==> src/rtl/ppr_pkg.sv <==
package ppr_pkg;

    localparam int PORT_W    = 8;   // lines per port register
    localparam int NUM_PORTS = 6;   // port registers at the bottom of the window
    localparam int NUM_PAGED = 3;   // registers behind each shared offset
    localparam int ADDR_W    = 4;   // 16-byte window
    localparam int PAGE_W    = 2;   // page field width in the selector
    localparam int OFS_PEND  = 6;
    localparam int OFS_SEL   = 7;
    localparam int OFS_PAGED = 8;

    typedef enum logic [PAGE_W-1:0] {
        PG_BASE  = 2'd0,
        PG_POL   = 2'd1,
        PG_ENA   = 2'd2,
        PG_IDENT = 2'd3
    } page_e;

endpackage

==> src/rtl/ppr_pagelock.sv <==
module ppr_pagelock
    import ppr_pkg::*;
#(
    parameter int NUM_P  = NUM_PORTS,
    parameter int DATA_W = PORT_W
) (
    input  logic              clk,
    input  logic              rst_n,
    input  logic              wr_en,
    input  logic [DATA_W-1:0] wdata,
    output page_e             page_o,
    output logic [NUM_P-1:0]  lock_o
);

    typedef struct packed {
        page_e             page;
        logic [NUM_P-1:0]  lock;
    } sel_state_t;

    sel_state_t sel_d, sel_q;

    always_comb begin
        sel_d = sel_q;
        if (wr_en) begin
            sel_d.page = page_e'(wdata[DATA_W-1 -: PAGE_W]);
            sel_d.lock = wdata[NUM_P-1:0];
        end
    end

    always_ff @(posedge clk or negedge rst_n) begin
        if (!rst_n) begin
            sel_q <= '{page: PG_BASE, lock: '0};
        end else begin
            sel_q <= sel_d;
        end
    end

    assign page_o = sel_q.page;
    assign lock_o = sel_q.lock;

    // Selector only changes on a write to its own offset
    assert_sel_hold_R4: assert property (@(posedge clk) disable iff (!rst_n)
        !wr_en |=> $stable(sel_q));

endmodule

==> src/rtl/ppr_port_bank.sv <==
module ppr_port_bank
    import ppr_pkg::*;
#(
    parameter int NUM_P = NUM_PORTS,
    parameter int PW    = PORT_W,
    localparam int LINES = NUM_P * PW
) (
    input  logic             clk,
    input  logic             rst_n,
    input  logic [NUM_P-1:0] wr_sel,
    input  logic [NUM_P-1:0] lock,
    input  logic [PW-1:0]    wdata,
    input  logic [LINES-1:0] ext_low,
    output logic [LINES-1:0] drive_low,
    output logic [LINES-1:0] line_low
);

    typedef struct packed {
        logic [NUM_P-1:0][PW-1:0] port;
    } bank_state_t;

    bank_state_t bank_d, bank_q;

    always_comb begin
        bank_d = bank_q;
        for (int i = 0; i < NUM_P; i++) begin
            if (wr_sel[i] && !lock[i]) begin
                bank_d.port[i] = wdata;
            end
        end
    end

    always_ff @(posedge clk or negedge rst_n) begin
        if (!rst_n) begin
            bank_q <= '0;
        end else begin
            bank_q <= bank_d;
        end
    end

    assign drive_low = bank_q.port;
    // Wired-AND pad: the line is low if either side pulls it down
    assign line_low  = drive_low | ext_low;

    generate
        for (genvar g = 0; g < NUM_P; g++) begin : g_port_chk
            assert_locked_port_R4: assert property (@(posedge clk) disable iff (!rst_n)
                (wr_sel[g] && lock[g]) |=> $stable(bank_q.port[g]));
            assert_port_written_R2: assert property (@(posedge clk) disable iff (!rst_n)
                (wr_sel[g] && !lock[g]) |=> (drive_low[g*PW +: PW] == $past(wdata)));
        end
    endgenerate

endmodule

==> src/rtl/ppr_event_bank.sv <==
module ppr_event_bank
    import ppr_pkg::*;
#(
    parameter int NUM_B  = NUM_PAGED,
    parameter int BYTE_W = PORT_W,
    localparam int IDX_W = (NUM_B > 1) ? $clog2(NUM_B) : 1,
    localparam int BITS  = NUM_B * BYTE_W
) (
    input  logic              clk,
    input  logic              rst_n,
    input  logic              wr_en,
    input  page_e             page,
    input  logic [IDX_W-1:0]  idx,
    input  logic [BYTE_W-1:0] wdata,
    output logic [BITS-1:0]   pol_o,
    output logic [BITS-1:0]   ena_o,
    output logic [NUM_B-1:0]  id_stb_o,
    output logic [BYTE_W-1:0] id_data_o
);

    typedef struct packed {
        logic [NUM_B-1:0][BYTE_W-1:0] pol;
        logic [NUM_B-1:0][BYTE_W-1:0] ena;
    } evt_state_t;

    evt_state_t evt_d, evt_q;

    always_comb begin
        evt_d    = evt_q;
        id_stb_o = '0;
        for (int k = 0; k < NUM_B; k++) begin
            if (wr_en && idx == IDX_W'(k)) begin
                case (page)
                    PG_POL:   evt_d.pol[k] = wdata;
                    PG_ENA:   evt_d.ena[k] = wdata;
                    PG_IDENT: id_stb_o[k]  = 1'b1;
                    default:  ;
                endcase
            end
        end
    end

    always_ff @(posedge clk or negedge rst_n) begin
        if (!rst_n) begin
            evt_q <= '0;
        end else begin
            evt_q <= evt_d;
        end
    end

    assign pol_o     = evt_q.pol;
    assign ena_o     = evt_q.ena;
    assign id_data_o = wdata;

    assert_base_page_ignore_R5: assert property (@(posedge clk) disable iff (!rst_n)
        (wr_en && page == PG_BASE) |=> ($stable(pol_o) && $stable(ena_o)));

    assert_id_strobe_onehot_R6: assert property (@(posedge clk) disable iff (!rst_n)
        $onehot0(id_stb_o));

    assert_id_strobe_page_R6: assert property (@(posedge clk) disable iff (!rst_n)
        (id_stb_o != '0) |-> (wr_en && page == PG_IDENT));

endmodule

==> src/rtl/ppr_top.sv <==
module ppr_top
    import ppr_pkg::*;
#(
    parameter int NUM_P   = NUM_PORTS,
    parameter int DATA_W  = PORT_W,
    parameter int NUM_B   = NUM_PAGED,
    parameter int AW      = ADDR_W,
    localparam int LINES  = NUM_P * DATA_W,
    localparam int EBITS  = NUM_B * DATA_W,
    localparam int IDX_W  = (NUM_B > 1) ? $clog2(NUM_B) : 1
) (
    input  logic              clk,
    input  logic              rst_n,
    input  logic [AW-1:0]     bus_addr,
    input  logic              bus_wr,
    input  logic              bus_rd,
    input  logic [DATA_W-1:0] bus_wdata,
    output logic [DATA_W-1:0] bus_rdata,
    input  logic [LINES-1:0]  line_ext_low,
    output logic [LINES-1:0]  line_drive_low,
    output logic [EBITS-1:0]  edge_pol,
    output logic [EBITS-1:0]  edge_ena,
    input  logic [EBITS-1:0]  edge_id,
    input  logic [NUM_B-1:0]  edge_pend,
    output logic [NUM_B-1:0]  edge_id_wr,
    output logic [DATA_W-1:0] edge_id_wdata
);

    localparam logic [AW-1:0] A_PEND  = AW'(OFS_PEND);
    localparam logic [AW-1:0] A_SEL   = AW'(OFS_SEL);
    localparam logic [AW-1:0] A_PAGED = AW'(OFS_PAGED);
    localparam logic [AW-1:0] A_LAST  = AW'(OFS_PAGED + NUM_B - 1);

    // ---------------- address decode ----------------
    logic [NUM_P-1:0] port_sel;
    logic             paged_hit;
    logic [IDX_W-1:0] paged_idx;
    logic [AW-1:0]    paged_off;

    always_comb begin
        for (int i = 0; i < NUM_P; i++) begin
            port_sel[i] = (bus_addr == AW'(i));
        end
        paged_hit = (bus_addr >= A_PAGED) && (bus_addr <= A_LAST);
        paged_off = bus_addr - A_PAGED;
        paged_idx = paged_off[IDX_W-1:0];
    end

    // ---------------- sub-blocks ----------------
    page_e            page;
    logic [NUM_P-1:0] lock;
    logic [LINES-1:0] line_low;

    ppr_pagelock #(.NUM_P(NUM_P), .DATA_W(DATA_W)) u_sel (
        .clk    (clk),
        .rst_n  (rst_n),
        .wr_en  (bus_wr && bus_addr == A_SEL),
        .wdata  (bus_wdata),
        .page_o (page),
        .lock_o (lock)
    );

    ppr_port_bank #(.NUM_P(NUM_P), .PW(DATA_W)) u_ports (
        .clk       (clk),
        .rst_n     (rst_n),
        .wr_sel    (bus_wr ? port_sel : '0),
        .lock      (lock),
        .wdata     (bus_wdata),
        .ext_low   (line_ext_low),
        .drive_low (line_drive_low),
        .line_low  (line_low)
    );

    ppr_event_bank #(.NUM_B(NUM_B), .BYTE_W(DATA_W)) u_evt (
        .clk       (clk),
        .rst_n     (rst_n),
        .wr_en     (bus_wr && paged_hit),
        .page      (page),
        .idx       (paged_idx),
        .wdata     (bus_wdata),
        .pol_o     (edge_pol),
        .ena_o     (edge_ena),
        .id_stb_o  (edge_id_wr),
        .id_data_o (edge_id_wdata)
    );

    // ---------------- registered read path ----------------
    typedef struct packed {
        logic [DATA_W-1:0] rdata;
    } rd_state_t;

    rd_state_t        rd_d, rd_q;
    logic [DATA_W-1:0] rd_val;

    always_comb begin
        rd_val = '0;
        for (int i = 0; i < NUM_P; i++) begin
            if (port_sel[i]) begin
                rd_val = line_low[i*DATA_W +: DATA_W];
            end
        end
        if (bus_addr == A_PEND) begin
            rd_val[NUM_B-1:0] = edge_pend;
        end
        if (paged_hit && page == PG_IDENT) begin
            for (int k = 0; k < NUM_B; k++) begin
                if (paged_idx == IDX_W'(k)) begin
                    rd_val = edge_id[k*DATA_W +: DATA_W];
                end
            end
        end
        rd_d.rdata = bus_rd ? rd_val : '0;
    end

    always_ff @(posedge clk or negedge rst_n) begin
        if (!rst_n) begin
            rd_q <= '0;
        end else begin
            rd_q <= rd_d;
        end
    end

    assign bus_rdata = rd_q.rdata;

    assert_rdata_idle_R9: assert property (@(posedge clk) disable iff (!rst_n)
        !bus_rd |=> (bus_rdata == '0));

    assert_pend_upper_zero_R7: assert property (@(posedge clk) disable iff (!rst_n)
        (bus_rd && bus_addr == A_PEND) |=> (bus_rdata[DATA_W-1:NUM_B] == '0));

    assert_pend_value_R7: assert property (@(posedge clk) disable iff (!rst_n)
        (bus_rd && bus_addr == A_PEND) |=> (bus_rdata[NUM_B-1:0] == $past(edge_pend)));

    assert_upper_window_zero_R8: assert property (@(posedge clk) disable iff (!rst_n)
        (bus_rd && (bus_addr > A_LAST || bus_addr == A_SEL)) |=> (bus_rdata == '0));

endmodule

==> config.mk <==
export PLATFORM = sky130hd
export DESIGN_NAME = ppr_top
export DESIGN_NICKNAME = d
export VERILOG_FILES = /design/src/rtl/ppr_pkg.sv /design/src/rtl/ppr_pagelock.sv /design/src/rtl/ppr_port_bank.sv /design/src/rtl/ppr_event_bank.sv /design/src/rtl/ppr_top.sv
export SDC_FILE = /design/constraint.sdc
export NUM_CORES = 1
export LEC_CHECK = 0
export ABC_AREA = 0
export BUFFER_PORTS_ARGS = -buffer_cell sky130_fd_sc_hd__buf_2
export CORE_AREA = 10 10 121 123
export DETAILED_ROUTE_END_ITERATION = 8
export DIE_AREA = 0 0 131 133
export GPL_ROUTABILITY_DRIVEN = 0
export PLACE_DENSITY = 0.79
export SETUP_SLACK_MARGIN = 0.3
export SLEW_MARGIN = 10
export SYNTH_ARGS = -nofsm -noshare
export SYNTH_HDL_FRONTEND = slang
export SYNTH_SLANG_ARGS = --single-unit
export TNS_END_PERCENT = 100
==> constraint.sdc <==
create_clock -name clk -period 1.6 [get_ports clk]
set_clock_uncertainty 0.15 [all_clocks]
set_input_delay 0.24 -clock clk [delete_from_list [all_inputs] [get_ports clk]]
set_output_delay 0.24 -clock clk [all_outputs]
set_load 0.005 [all_outputs]
## After elaboration in Yosys (flattened, before gate mapping)

Cells that the tools add are included.

| storage, ports and cells | value |
|---|---|
| register bits after elaboration | 112 |
| bits of input ports | 91 |
| output and inout port bits | 115 |
| logic and storage cells | 75 |

| operators by class | value |
|---|---|
| $add $sub $neg | 1 |
| order comparisons | 2 |
| equal/unequal tests | 12 |
| mux-type cells | 17 |
| bitwise logic cells | 1 |
| reduce and logical (&&, ||, !) cells | 27 |

Operators with widths:

| cell | number |
|---|---|
| 8-bit 2-to-1 mux | 11 |
| 48-bit OR | 1 |
| 4-bit by 3-bit equality test with 1-bit output, second input constant | 4 |
| 1-bit logical AND | 13 |
| 2-bit AND reduction | 6 |
| 4-bit by 2-bit equality test with 1-bit output, second input constant | 2 |
| 2-bit equality test, second input constant | 3 |
| 1-bit zero test | 6 |
| 6-bit 2-to-1 mux | 1 |
| 2-bit by 1-bit equality test with 1-bit output, second input constant | 2 |
| 4-bit by 1-bit equality test with 1-bit output, second input constant | 1 |
| 4-bit greater-or-equal comparator, second input constant | 1 |
| 4-bit <= comparator, second input constant | 1 |
| 4-bit zero test | 1 |
| 1-bit 2-to-1 mux | 4 |
| 3-bit 2-to-1 mux | 1 |
| 2-bit zero test | 1 |
| 2-bit by 1-bit subtractor with 2-bit output, second input constant | 1 |

## Longest topological paths before layout

| depth | value |
|---|---|
| word-level depth | 13 |
| mapped depth | 7 |
| depth with buffers taken out | 4 |

## By module

From an unflattened synthesis, not the netlist that was laid out.

| unflattened totals | value |
|---|---|
| cells, all modules | 438 |
| area, all modules | 5,744.3 um^2 |

Modules (own cells, without submodules):

| module | times used | cells each | area each (um^2) |
|---|---|---|---|
| ppr_port_bank | 1 | 156 | 2,372.3 |
| ppr_event_bank | 1 | 120 | 1,906.8 |
| ppr_top | 1 | 145 | 1,133.6 |
| ppr_pagelock | 1 | 17 | 331.6 |

## Least setup slack after synthesis

Ideal clock, no wire load.

| timing path | value |
|---|---|
| kind | input-to-reg |
| start point | input port bus_addr[1] |
| end point | register u_ports.bank_q, in the netlist u_ports.drive_low[0] |
| library setup time | 0.125 ns |
| arrival time | 1.372 ns |
| data required time | 1.325 ns |
| path slack | -0.047 ns |
| stages on the path | 4 |
| buffers on the path | 2 |
| cells stage by stage | buf_2 > or4_1 > buf_6 > mux2_4 |

| between the ends | value |
|---|---|
| word-level cells in the longest chain between the ends | 3 |

Ends and longest elaborated chain:

| element | RTL line | RTL |
|---|---|---|
| start: declaration | ppr_top.sv:14 | `input logic [AW-1:0] bus_addr,` |
| 4-bit zero test | ppr_top.sv:42 | `port_sel[i] = (bus_addr == AW'(i));` |
| 6-bit 2-to-1 mux | ppr_top.sv:66 | `.wr_sel (bus_wr ? port_sel : '0),` |
| 1-bit logical AND | ppr_port_bank.sv:27 | `if (wr_sel[i] && !lock[i]) begin` |
| end signal: assignment | ppr_port_bank.sv:37 | `bank_q <= bank_d;` |
| end: declaration | ppr_port_bank.sv:22 | `bank_state_t bank_d, bank_q;` |

No other way between the ends.
A chain may end at the register's enable or synchronous reset.

==> impl_metrics.json <==
{
  "post_route_cells_drive_above_1_share": 0.691,
  "share_clk_of_total_power": 0.256,
  "multi_input_area_um2": 2860,
  "first_pass_iters": 5,
  "ir_drop_v": 0.000610,
  "status": "finished, violations left",
  "placedCellCount": 802,
  "ff2ff_setup_slack_ps": -30,
  "slowest_stage": "dfrtp_2",
  "worst-setup-path-type": "reg -> reg",
  "floorplan.die.width_um": 131,
  "worstPathRequired_ps": 1690,
  "timing.critical_path.to_type": "flop",
  "leakage_nw": 4.22,
  "grt_usage": 0.223,
  "synthFlopType": "dfrtp_1",
  "asyncSetResetFlopFracSynth": 1.00,
  "power_report.internal_total_mw": 6.34,
  "io_pins": 206,
  "switchingPower_mw": 2.57,
  "switching_share": 0.288,
  "post-route-worst-setup-slack_ps": -25.8,
  "area.sequential_um2": 2810,
  "fin_total_pwr_mw": 8.91,
  "drt_iter0_markers": 384,
  "finalSetupViolCount": 2,
  "min-delay-path-class": "in -> reg",
  "cts.sink_count": 112,
  "rsz_0062_raised_after_global_routing": "yes",
  "cts_max_level": 3,
  "synth.ff_latch_count": 112,
  "flow.area_growth_from_synthesis_pct": 53.8,
  "timing.critical_path.fanout_max": 5,
  "synthesis.area_per_instance_um2": 12.8,
  "grt_start_max_net_pins": 48,
  "cp_cell_sequence": "and4b_2 -> a22oi_2 -> o22ai_1 -> o311a_1",
  "slew_headroom": 0.678,
  "clock-root-buffer": "clkbuf_16",
  "vias_after_detailed_routing": 4713,
  "die_h_um": 133,
  "grt_pass1_wl_um": 29600,
  "finish.net_count": 785,
  "via_count_of_the_first_global_routing_pass": 4958,
  "synth_largest_type_area_fraction": 0.528,
  "tritoncts.num_buffers": 9,
  "synth_common_cells": "dfrtp_1 (112), mux2_2 (96), nor2_1 (28)",
  "worstPathArrival_ps": 1710,
  "fin_tns_setup_ps": -35.6,
  "ys_types": 39,
  "ys_top_cells_by_area": "dfrtp_1 (53%), mux2_2 (20%), mux2_4 (4.5%)",
  "slew_violations": 0,
  "route.detailed.vias_per_inst": 5.40,
  "postSynthCellCount": 415,
  "cts_tree": "done",
  "synth_nets": 506,
  "power.combinational.fraction": 0.310,
  "yosysSeqAreaShare": 0.528,
  "antenna_found_initial": 5,
  "final_cells": 873,
  "pwr_density_cell_nw_per_um2": 1090,
  "row_count": 41,
  "cts_max_path_buffers": 2,
  "fp.dieArea_um2": 17400,
  "core_um2": 12400,
  "power.sequential.fraction": 0.434,
  "clk_pin_slew_ps": 80,
  "finalCritPeriodShare": 1.02,
  "remaining_drc_errors": 0,
  "tightestPinTransition_ps": 479,
  "final_core_util": 0.660,
  "final-hold-violation-count": 0,
  "globalRoute.totalOverflow": 0,
  "max_cap_violations": 0,
  "dominant_cell_by_count_in_the_synthesized_netlist": "dfrtp_1",
  "initial_utilization": 0.429,
  "avgRoutedWirePerCell_um": 23.4,
  "achievable-frequency_ghz": 0.615,
  "timing.final.crit_period_ps": 1630,
  "place_hpwl_um": 14500,
  "count_of_flip_flops_with_a_built_in_enable_after_synthesis": 0,
  "ys.warnings.count": 0,
  "routed_wire_length_um": 20400,
  "fillerInstances": 884,
  "timing.critical_path.from_type": "flop",
  "antenna_left": 0,
  "synth_top_cell_by_area": "dfrtp_1",
  "port_buffers": 205,
  "violated_checks": "negative setup slack",
  "timing.critical_path.slowest_cell_delay_ps": 450,
  "clk-insertion-delay-late_ps": 350,
  "syn-cell-area_um2": 5310
}
cells in the final DEF, fill, tap and decap left out, types with 5 or more instances in the layout:
cell type	synthesis	final
buf_2	9	199
dfrtp_1	112	110
mux2_4	16	99
buf_4	9	76
nor2_1	28	23
mux2_2	96	13
buf_12	0	13
nor2_4	0	11
buf_6	5	11
o21bai_1	10	10
o21ai_0	18	10
clkbuf_16	0	9
nor4_1	11	8
o22ai_1	11	7
o31ai_1	6	6
nor3_1	6	6
a211oi_1	5	5
a21oi_2	0	5
o22a_1	5	5
a31oi_1	5	5
nand2b_4	0	5
worst paths after layout:
path / from / endpoint / depth (start not counted)
worst max-delay path: u_sel.page_o[0] / bus_rdata[2] / 4
worst min-delay path: bus_rd / bus_rdata[4] / 3
worst max register to register: u_sel.page_o[0] / bus_rdata[2] / 4
worst min register to register: u_evt.pol_o[6] / u_evt.pol_o[6] / 1
max in group asynchronous: rst_n / u_evt.pol_o[10] / 3
min in group asynchronous: rst_n / u_ports.drive_low[28] / 2
worst max-delay path: cells and delay by family (launching register included):
| family | cells | cell delay, ps |
|---|---|---|
| DFF | 1 | 450 |
| and+or+nand+nor | 1 | 290 |
| AOI/OAI and AO/OA | 3 | 620 |
state kept, by name, indices dropped and copies added (netlist names):
signal and count:
u_sel.lock_o 6, u_evt.ena_o 24, u_evt.pol_o 24, u_ports.drive_low 48
u_sel.page_o 2, bus_rdata 8
power groups by stage:
| stage | Sequential (mW) | Combinational (mW) | Clock [mW] |
|---|---|---|---|
| after CTS | 3.85 | 2.42 | 2.29 |
| after global placement | 3.84 | 2.00 | 0 |
| after floorplan | 3.84 | 0.905 | 0 |
| after detailed placement | 3.88 | 2.04 | 0 |
| after global routing | 3.93 | 2.95 | 2.39 |
| final | 3.87 | 2.76 | 2.28 |
layer usage:
metal  part of all wire  routed length, um  track usage  up-vias
li1                   -                  -            -     2073
met1               0.39               7880        0.261     2356
met2               0.49              10000        0.362      234
met3              0.090               1840       0.0699       46
met4              0.031                638       0.0989        4
met5             0.0013                 27            0        -
metrics by stage:
stage	hold slack [ps]	instance area (um2)	setup slack (ps)
after global placement	51.9	6860	-200
after detailed placement	55.9	6860	-224
after floorplan	-206	5460	22.9
after global routing	47.7	8160	-67.1
after CTS	33.7	7750	-22.8
final	46.8	8160	-25.8
cell type report:
class / count / share of cell area
Antenna cell: 3 / 0.000920
Clock buffer: 12 / 0.0302
Clock inverter: 3 / 0.00521
Multi-Input combinational cell: 269 / 0.351
Sequential cell: 112 / 0.344
Tap cell: 172 / 0.0264
Timing Repair Buffer: 302 / 0.243
timing repair:
item / 4_1_cts / 5_1_grt
hold buffers: 1 / 0
setup buffers: 16 / 35
resized for setup: 114 / 29
pin swaps: 31 / 14
hold endpoints to repair: 27 / 0
setup endpoints to repair: 124 / 165
cloned: 1 / 0
logic make-up after synthesis:
logic type / share of synthesized area
multiplexers: 0.249
buffers and inverters: 0.0396
flip-flops: 0.528
AND/OR/NAND/NOR: 0.0952
AO/OA/AOI/OAI: 0.0884
Power figures use the tool's default switching activity.
